`config.mk`:
```
export PLATFORM = sky130hd
export DESIGN_NAME = cs_ctrl
export DESIGN_NICKNAME = d
export VERILOG_FILES = /design/src/rtl/cs_pkg.sv /design/src/rtl/cs_bus_state.sv /design/src/rtl/cs_owner.sv /design/src/rtl/cs_irq.sv /design/src/rtl/cs_ctrl.sv
export SDC_FILE = /design/constraint.sdc
export NUM_CORES = 1
export LEC_CHECK = 0
export BUFFER_PORTS_ARGS = -buffer_cell sky130_fd_sc_hd__buf_2
export CAP_MARGIN = 20
export CORE_AREA = 2 2 39 41
export CTS_CLUSTER_DIAMETER = 80
export DETAILED_ROUTE_END_ITERATION = 16
export DIE_AREA = 0 0 41 43
export PLACE_DENSITY = 0.67
export RECOVER_POWER = 100
export SLEW_MARGIN = 20
export SYNTH_ARGS = -nofsm -noshare
export SYNTH_HDL_FRONTEND = slang
export SYNTH_SLANG_ARGS = --single-unit
```
`constraint.sdc`:
```
create_clock -name clk -period 1.5 [get_ports clk]
set_input_delay 0.15 -clock clk [delete_from_list [all_inputs] [get_ports clk]]
set_output_delay 0.15 -clock clk [all_outputs]
set_load 0.02 [all_outputs]
```
`src/rtl/cs_pkg.sv`:
```
// Shared constants and types for the channel select controller.
// Assumes exactly two upstream masters.
package cs_pkg;
    localparam int N_MST = 2;
    localparam int N_SRC = 3;
    localparam int SRC_DN   = 0;  // downstream interrupt
    localparam int SRC_LOST = 1;  // ownership lost
    localparam int SRC_BUSY = 2;  // gained a busy bus

    typedef enum logic [1:0] {
        POL_CH0_NOW        = 2'd0,
        POL_CH0_AFTER_STOP = 2'd1,
        POL_NONE           = 2'd2
    } start_policy_e;
endpackage

```
`src/rtl/cs_bus_state.sv`:
```
// Tracks whether the downstream bus is busy.
// Assumes single-cycle START/STOP pulses from a synchronized line detector.
module cs_bus_state (
    input  logic clk,
    input  logic rst_n,
    input  logic dn_start,
    input  logic dn_stop,
    output logic busy
);
    // Busy from START until STOP; START wins a tie.
    always_ff @(posedge clk) begin
        if (!rst_n)        busy <= 1'b0;
        else if (dn_start) busy <= 1'b1;
        else if (dn_stop)  busy <= 1'b0;
    end

    a_r8_busy_on_start: assert property (@(posedge clk) disable iff (!rst_n)
        dn_start |=> busy);
    a_r8_idle_on_stop: assert property (@(posedge clk) disable iff (!rst_n)
        (dn_stop && !dn_start) |=> !busy);
endmodule

```
`src/rtl/cs_owner.sv`:
```
// Ownership state: decides which channel is connected and reports
// take/lose events. Assumes one-cycle request pulses; master 0 has priority.
module cs_owner #(
    parameter cs_pkg::start_policy_e POLICY = cs_pkg::POL_CH0_NOW
) (
    input  logic                    clk,
    input  logic                    rst_n,
    input  logic [cs_pkg::N_MST-1:0] req,
    input  logic                    ch0_stop,
    output logic [cs_pkg::N_MST-1:0] conn,
    output logic [cs_pkg::N_MST-1:0] lost_ev,
    output logic [cs_pkg::N_MST-1:0] gain_ev
);
    import cs_pkg::*;

    localparam logic [N_MST-1:0] RST_CONN = (POLICY == POL_CH0_NOW) ? 2'b01 : 2'b00;
    localparam logic             RST_PEND = (POLICY == POL_CH0_AFTER_STOP);

    logic [N_MST-1:0] conn_nxt;
    logic             pend;
    logic             take;

    // Next owner: master 0 request, then master 1, then the deferred start-up grant.
    always_comb begin
        if (req[0])                conn_nxt = 2'b01;
        else if (req[1])           conn_nxt = 2'b10;
        else if (pend && ch0_stop) conn_nxt = 2'b01;
        else                       conn_nxt = conn;
    end

    // A take is a request that actually changes the owner.
    always_comb begin
        take    = (req != '0) && (conn_nxt != conn);
        lost_ev = take ? conn : '0;
        gain_ev = take ? conn_nxt : '0;
    end

    // Owner register and the pending start-up grant.
    always_ff @(posedge clk) begin
        if (!rst_n) begin
            conn <= RST_CONN;
            pend <= RST_PEND;
        end else begin
            conn <= conn_nxt;
            if ((req != '0) || ch0_stop) pend <= 1'b0;
        end
    end

    a_r1_onehot_conn: assert property (@(posedge clk) disable iff (!rst_n)
        $onehot0(conn));
    a_r5_m0_priority: assert property (@(posedge clk) disable iff (!rst_n)
        req[0] |=> (conn == 2'b01));
    a_r5_m1_take: assert property (@(posedge clk) disable iff (!rst_n)
        (req == 2'b10) |=> (conn == 2'b10));
    a_r11_owner_req_no_event: assert property (@(posedge clk) disable iff (!rst_n)
        ((req & conn) != '0 && (req == conn || req[0])) |-> (lost_ev == '0 || !conn[0]));
endmodule

```
`src/rtl/cs_irq.sv`:
```
// Per-master sticky status and active-low interrupt.
// Assumes the source vector is sampled every cycle; a set beats a read clear.
module cs_irq (
    input  logic                     clk,
    input  logic                     rst_n,
    input  logic [cs_pkg::N_SRC-1:0] src,
    input  logic                     rd,
    input  logic [cs_pkg::N_SRC-1:0] en,
    output logic [cs_pkg::N_SRC-1:0] stat,
    output logic                     int_n
);
    import cs_pkg::*;

    // Sticky status: cleared by a read, then or-ed with new sources.
    always_ff @(posedge clk) begin
        if (!rst_n) stat <= '0;
        else        stat <= (rd ? '0 : stat) | src;
    end

    // Interrupt line low while an enabled status bit is set.
    always_comb int_n = ((stat & en) == '0);

    a_r6_dn_sets: assert property (@(posedge clk) disable iff (!rst_n)
        src[SRC_DN] |=> stat[SRC_DN]);
    a_r7_lost_sets: assert property (@(posedge clk) disable iff (!rst_n)
        src[SRC_LOST] |=> stat[SRC_LOST]);
    a_r9_read_clears: assert property (@(posedge clk) disable iff (!rst_n)
        (rd && src == '0) |=> (stat == '0));
    a_r9_sticky: assert property (@(posedge clk) disable iff (!rst_n)
        (!rd && stat != '0) |=> ((stat & $past(stat)) == $past(stat)));
endmodule

```
`src/rtl/cs_ctrl.sv`:
```
// Top: dual-master channel select controller. Combines ownership,
// bus-busy tracking and per-master interrupt logic.
// Assumes all inputs are synchronous to clk.
module cs_ctrl #(
    parameter cs_pkg::start_policy_e POLICY = cs_pkg::POL_CH0_NOW
) (
    input  logic       clk,
    input  logic       rst_n,
    input  logic [1:0] take_req,
    input  logic [1:0] status_rd,
    input  logic [2:0] en_m0,
    input  logic [2:0] en_m1,
    input  logic       dn_int_n,
    input  logic       dn_start,
    input  logic       dn_stop,
    input  logic       ch0_stop,
    output logic [1:0] conn,
    output logic [1:0] up_int_n,
    output logic [2:0] stat_m0,
    output logic [2:0] stat_m1
);
    import cs_pkg::*;

    logic                 busy;
    logic [N_MST-1:0]     lost_ev;
    logic [N_MST-1:0]     gain_ev;
    logic [N_SRC-1:0]     en_a   [N_MST];
    logic [N_SRC-1:0]     stat_a [N_MST];

    // Map the per-master ports onto arrays.
    always_comb begin
        en_a[0] = en_m0;
        en_a[1] = en_m1;
        stat_m0 = stat_a[0];
        stat_m1 = stat_a[1];
    end

    cs_bus_state u_bus (
        .clk(clk), .rst_n(rst_n), .dn_start(dn_start), .dn_stop(dn_stop), .busy(busy)
    );

    cs_owner #(.POLICY(POLICY)) u_own (
        .clk(clk), .rst_n(rst_n), .req(take_req), .ch0_stop(ch0_stop),
        .conn(conn), .lost_ev(lost_ev), .gain_ev(gain_ev)
    );

    for (genvar m = 0; m < N_MST; m++) begin : g_mst
        logic [N_SRC-1:0] src;
        // Gather this master's event sources.
        always_comb begin
            src           = '0;
            src[SRC_DN]   = !dn_int_n;
            src[SRC_LOST] = lost_ev[m];
            src[SRC_BUSY] = gain_ev[m] && busy;
        end

        cs_irq u_irq (
            .clk(clk), .rst_n(rst_n), .src(src), .rd(status_rd[m]),
            .en(en_a[m]), .stat(stat_a[m]), .int_n(up_int_n[m])
        );

        a_r8_busy_take_warns: assert property (@(posedge clk) disable iff (!rst_n)
            (gain_ev[m] && busy) |=> stat_a[m][SRC_BUSY]);
        a_r7_loser_not_owner: assert property (@(posedge clk) disable iff (!rst_n)
            lost_ev[m] |=> !conn[m]);
    end
endmodule

```
# After elaboration in Yosys (flattened, before gate mapping)
# Cells that the tools add are included.
dict set report totals {
  reg_bits 9
  inputBits 16
  output_inout_bits 10
  wordCells 25
}
dict set report classes {
  n_eq_ne 1
  muxes 8
  bitwise 4
  n_reduce_logical 8
}
# operator n
set op_table {}
lappend op_table {{2-to-1 mux 2 bit} 4}
lappend op_table {{AND 3 bit} 2}
lappend op_table {{logical NOT 3 bit} 2}
lappend op_table {{2-to-1 mux 3 bit} 2}
lappend op_table {{bitwise OR 3 bit} 2}
lappend op_table {{nonzero test 2 bit} 2}
lappend op_table {{logical AND 1 bit} 3}
lappend op_table {{2-to-1 mux 1 bit} 2}
lappend op_table {{!= test 2 bit} 1}
lappend op_table {{logical NOT 1 bit} 1}

# Longest topological paths before layout
dict set report logic_depth {
  word_depth 7
  ltp_mapped 3
  depth_no_buf 3
}

# By module
# Synthesis repeated with hierarchy kept, for this count alone.
dict set report unflattened {
  hier_cells 40
  area_unflattened_um2 400.4
}
# module instances cells_each area_each_um2 seq_area_each_um2
set by_module_without_submodules {}
lappend by_module_without_submodules {cs_irq 2 10 111.4 60.1}
lappend by_module_without_submodules {cs_owner 1 14 120.1 40.0}
lappend by_module_without_submodules {cs_bus_state 1 3 41.3 20.0}
lappend by_module_without_submodules {cs_ctrl 1 3 16.3 0.0}

# Worst setup path before layout
# Ideal clock, no wire load.
dict set report synth_timing {
  path_kind {register to output}
  from {register g_mst[1].u_irq.stat[0] (netlist bit)}
  to {output up_int_n[1]}
  t_arrival_ps 866
  required_ps 1350
  setup_slack_ps 484
  stages_incl_launch_ff 3
  path_buffers 1
  cell_sequence {dfxtp_1 a222oi_1 buf_4}
}
dict set report synth_between {
  elab_chain_len 2
}
# element line
set synth_lines {}
lappend synth_lines {{from (decl)} cs_irq.sv:9} ;# output logic [cs_pkg::N_SRC-1:0] stat,
lappend synth_lines {{from (signal assigned)} cs_irq.sv:17} ;# else stat <= (rd ? '0 : stat) | src;
lappend synth_lines {{AND 3 bit} cs_irq.sv:21} ;# always_comb int_n = ((stat & en) == '0);
lappend synth_lines {{logical NOT 3 bit} cs_irq.sv:21}
lappend synth_lines {{to (decl)} cs_ctrl.sv:18} ;# output logic [1:0] up_int_n,
# No other way between the ends.

# Worst setup path in the final report
dict set report layout_timing {
  from {register g_mst[0].u_irq.stat[2] (netlist bit)}
  to {output up_int_n[0]}
}
dict set report layout_between {
  elab_chain_len 2
}
# element line
set layout_lines {}
lappend layout_lines {{from (decl)} cs_irq.sv:9}
lappend layout_lines {{from (signal assigned)} cs_irq.sv:17}
lappend layout_lines {{AND 3 bit} cs_irq.sv:21}
lappend layout_lines {{logical NOT 3 bit} cs_irq.sv:21}
# No other way between the ends.

==> impl_metrics.json <==
{
  "p_int_mw": 0.390,
  "nFillCells": 152,
  "drv_slew": 0,
  "areaGrowthSynthToFinish_pct": 37.0,
  "startpoint_type": "flip-flop",
  "grt_max_degree": 10,
  "fin_nets": 83,
  "path_max_fanout": 3,
  "grt.total_usage_pct": 11.4,
  "required_ns": 1.35,
  "via_count": 375,
  "relSlewSlack_pct": 82.2,
  "async_reset_ff_share_pct": 0,
  "via_per_inst": 4.57,
  "dieArea_um2": 1760,
  "post-route-period-util_pct": 87.8,
  "dp.cells": 78,
  "r2r-start": "u_own.conn[1]$_SDFF_PN0_",
  "swShare_pct": 27.1,
  "syn_avg_cell_area_um2": 9.38,
  "hp-start": "dn_int_n",
  "grt_pass1_wl_um": 1350,
  "min_period_ns": 1.32,
  "holdCritPathClass": "input port to flip-flop",
  "tightestPinTransition_ns": 0.267,
  "grt.met1_usage_pct": 16.3,
  "drive_above_1_share_pct": 27.3,
  "io_pins": 26,
  "mappedNetlistNets": 56,
  "synth.most_common_cell": "dfxtp_1",
  "synthesis.area_um2": 375,
  "cp-startpoint": "g_mst[0].u_irq.stat[2]$_SDFF_PN0_",
  "antenna_found_initial": 0,
  "dr.pass1.iters": 4,
  "std_cell_rows": 14,
  "clk_pin_slew_ns": 0.06,
  "cts_setup_buffers": 0,
  "finClkSkew_ns": 0.00189,
  "wl_per_cell_um": 10.5,
  "p_seq_share_pct": 49.2,
  "wl_um": 859,
  "endpoint_kind": "output pin",
  "criticalPathCategory": "flip-flop to output pin",
  "post_cts_resized": 0,
  "yosysWarnings": 0,
  "synth.distinct_cells": 18,
  "dpl.hpwl_um": 650,
  "synth_seq_cells": 9,
  "synth_area_leaders": "dfxtp_1 48%, a21boi_0 6.0%, a222oi_1 5.3%, nand2b_1 5.0%, nor2b_1 5.0%",
  "fp.dieW_um": 41,
  "cp.arrival_ns": 1.17,
  "clock.fmax_mhz": 759,
  "finalSetupTns_ns": 0,
  "busiest_layer": "met1",
  "power_switching_mw": 0.145,
  "grt.overflow.total": 0,
  "cts_max_level": 1,
  "worst_hold_slack_ns": 0.0815,
  "synthCells": 40,
  "final-instance-count-excl-fill": 82,
  "synth_top_flop_cell": "dfxtp_1",
  "drt_iter0_drc": 3,
  "ys_seq_area_share_pct": 48.0,
  "power_leakage_nw": 0.220,
  "drv_cap": 0,
  "grt_pass1_vias": 332,
  "synth_edf_count": 0,
  "start_util_pct": 27.1,
  "clk_path_buf_depth": 2,
  "met2_usage_pct": 14.1,
  "cts_buffers": 3,
  "ir_drop_v": 0.000582,
  "rsz0062_at_grt": "false",
  "antenna_cells": 0,
  "clockPowerShare_pct": 35.7,
  "cts_sinks": 9,
  "status": "finished, final reports clean",
  "detail-route-antenna-nets": 0,
  "hold_viol_final": 0,
  "powerDensity_nw_per_um2": 1040,
  "die_h_um": 43,
  "power.total_mw": 0.535,
  "use_met3_pct": 4.71,
  "combPwrFrac_pct": 15.1,
  "clock_latency_ns": 0.26,
  "tritoncts": "built",
  "setup_viol": 0,
  "floorplan.core_area_um2": 1380,
  "io_buffers": 24,
  "drcViolationCount": 0,
  "yosysTopAreaCellShare_pct": 48.0,
  "yosys.area.top_type": "dfxtp_1",
  "gp_congestion": 0.695,
  "cts_hold_buf": 0,
  "root_buffer": "clkbuf_4",
  "fin_util_pct": 37.2
}
worst max-delay path, stage by stage (launching register included):
cell	delay [ns]
dfxtp_1	0.33
a222oi_1	0.31
clkbuf_1	0.27
power groups by stage:
stage | combinational (mW) | sequential [mW] | clock, mW
after floorplan | 0.0372 | 0.280 | 0
after global placement | 0.0845 | 0.268 | 0
after detailed placement | 0.0856 | 0.268 | 0
after CTS | 0.0861 | 0.263 | 0.195
after global routing | 0.0895 | 0.265 | 0.207
final | 0.0809 | 0.263 | 0.191
registers in the layout, indices dropped and copies added (netlist names):
name,flops
u_own.conn,2
u_bus.busy,1
g_mst.u_irq.stat,6
per-layer routing:
metal / part of all wire, % / vias to the layer above / wire length, µm
met5: 0 / - / 0
met4: 2.4 / 0 / 21
met3: 9.2 / 2 / 79
met2: 44 / 14 / 379
met1: 44 / 166 / 378
li1: - / 193 / -
cell type report:
| class | instances | area (µm²) | area share, % |
|---|---|---|---|
| Timing Repair Buffer | 24 | 108 | 20.9 |
| Tap cell | 16 | 20.0 | 3.89 |
| Inverter | 2 | 7.51 | 1.46 |
| Sequential cell | 9 | 180 | 35.0 |
| Multi-Input combinational cell | 27 | 173 | 33.6 |
| Clock buffer | 4 | 26.3 | 5.11 |
final timing paths:
path / end / slack, ns / depth (start not counted)
max: up_int_n[0] / 0.18 / 2
min: g_mst[0].u_irq.stat[0]$_SDFF_PN0_ / 0.08 / 2
max reg2reg: g_mst[0].u_irq.stat[2]$_SDFF_PN0_ / 0.60 / 3
min reg2reg: g_mst[0].u_irq.stat[0]$_SDFF_PN0_ / 0.49 / 2
metrics by stage:
stage | instance area, µm² | setup slack (ns)
finish | 514 | 0.183
global route | 514 | 0.0990
CTS | 527 | 0.250
detailed placement | 500 | 0.538
global placement | 500 | 0.547
floorplan | 375 | 0.484
cell families (layout without fill, tap and decap cells):
group	after synthesis	count (layout)	share of synthesized area [%]
DFF	9	9	48.0
AOI/OAI and AO/OA	11	11	22.0
and+or+nand+nor	15	15	21.3
buffers and inverters	4	30	6.00
muxes	1	1	2.67
cells in the final DEF (no fill, tap or decap):
master,count
clkbuf_1,11
nor2_1,2
dfxtp_1,9
mux2i_1,1
a32oi_1,1
buf_2,14
o22ai_1,1
a21oi_1,1
a222oi_1,2
nand2b_2,1
nand3_1,3
nand2b_1,3
clkbuf_4,3
nor2b_1,3
nand2_1,3
inv_1,2
o21a_1,1
a21boi_0,3
a21o_1,1
o21ai_0,1
Note: power is estimated with default switching activity, not from simulation.
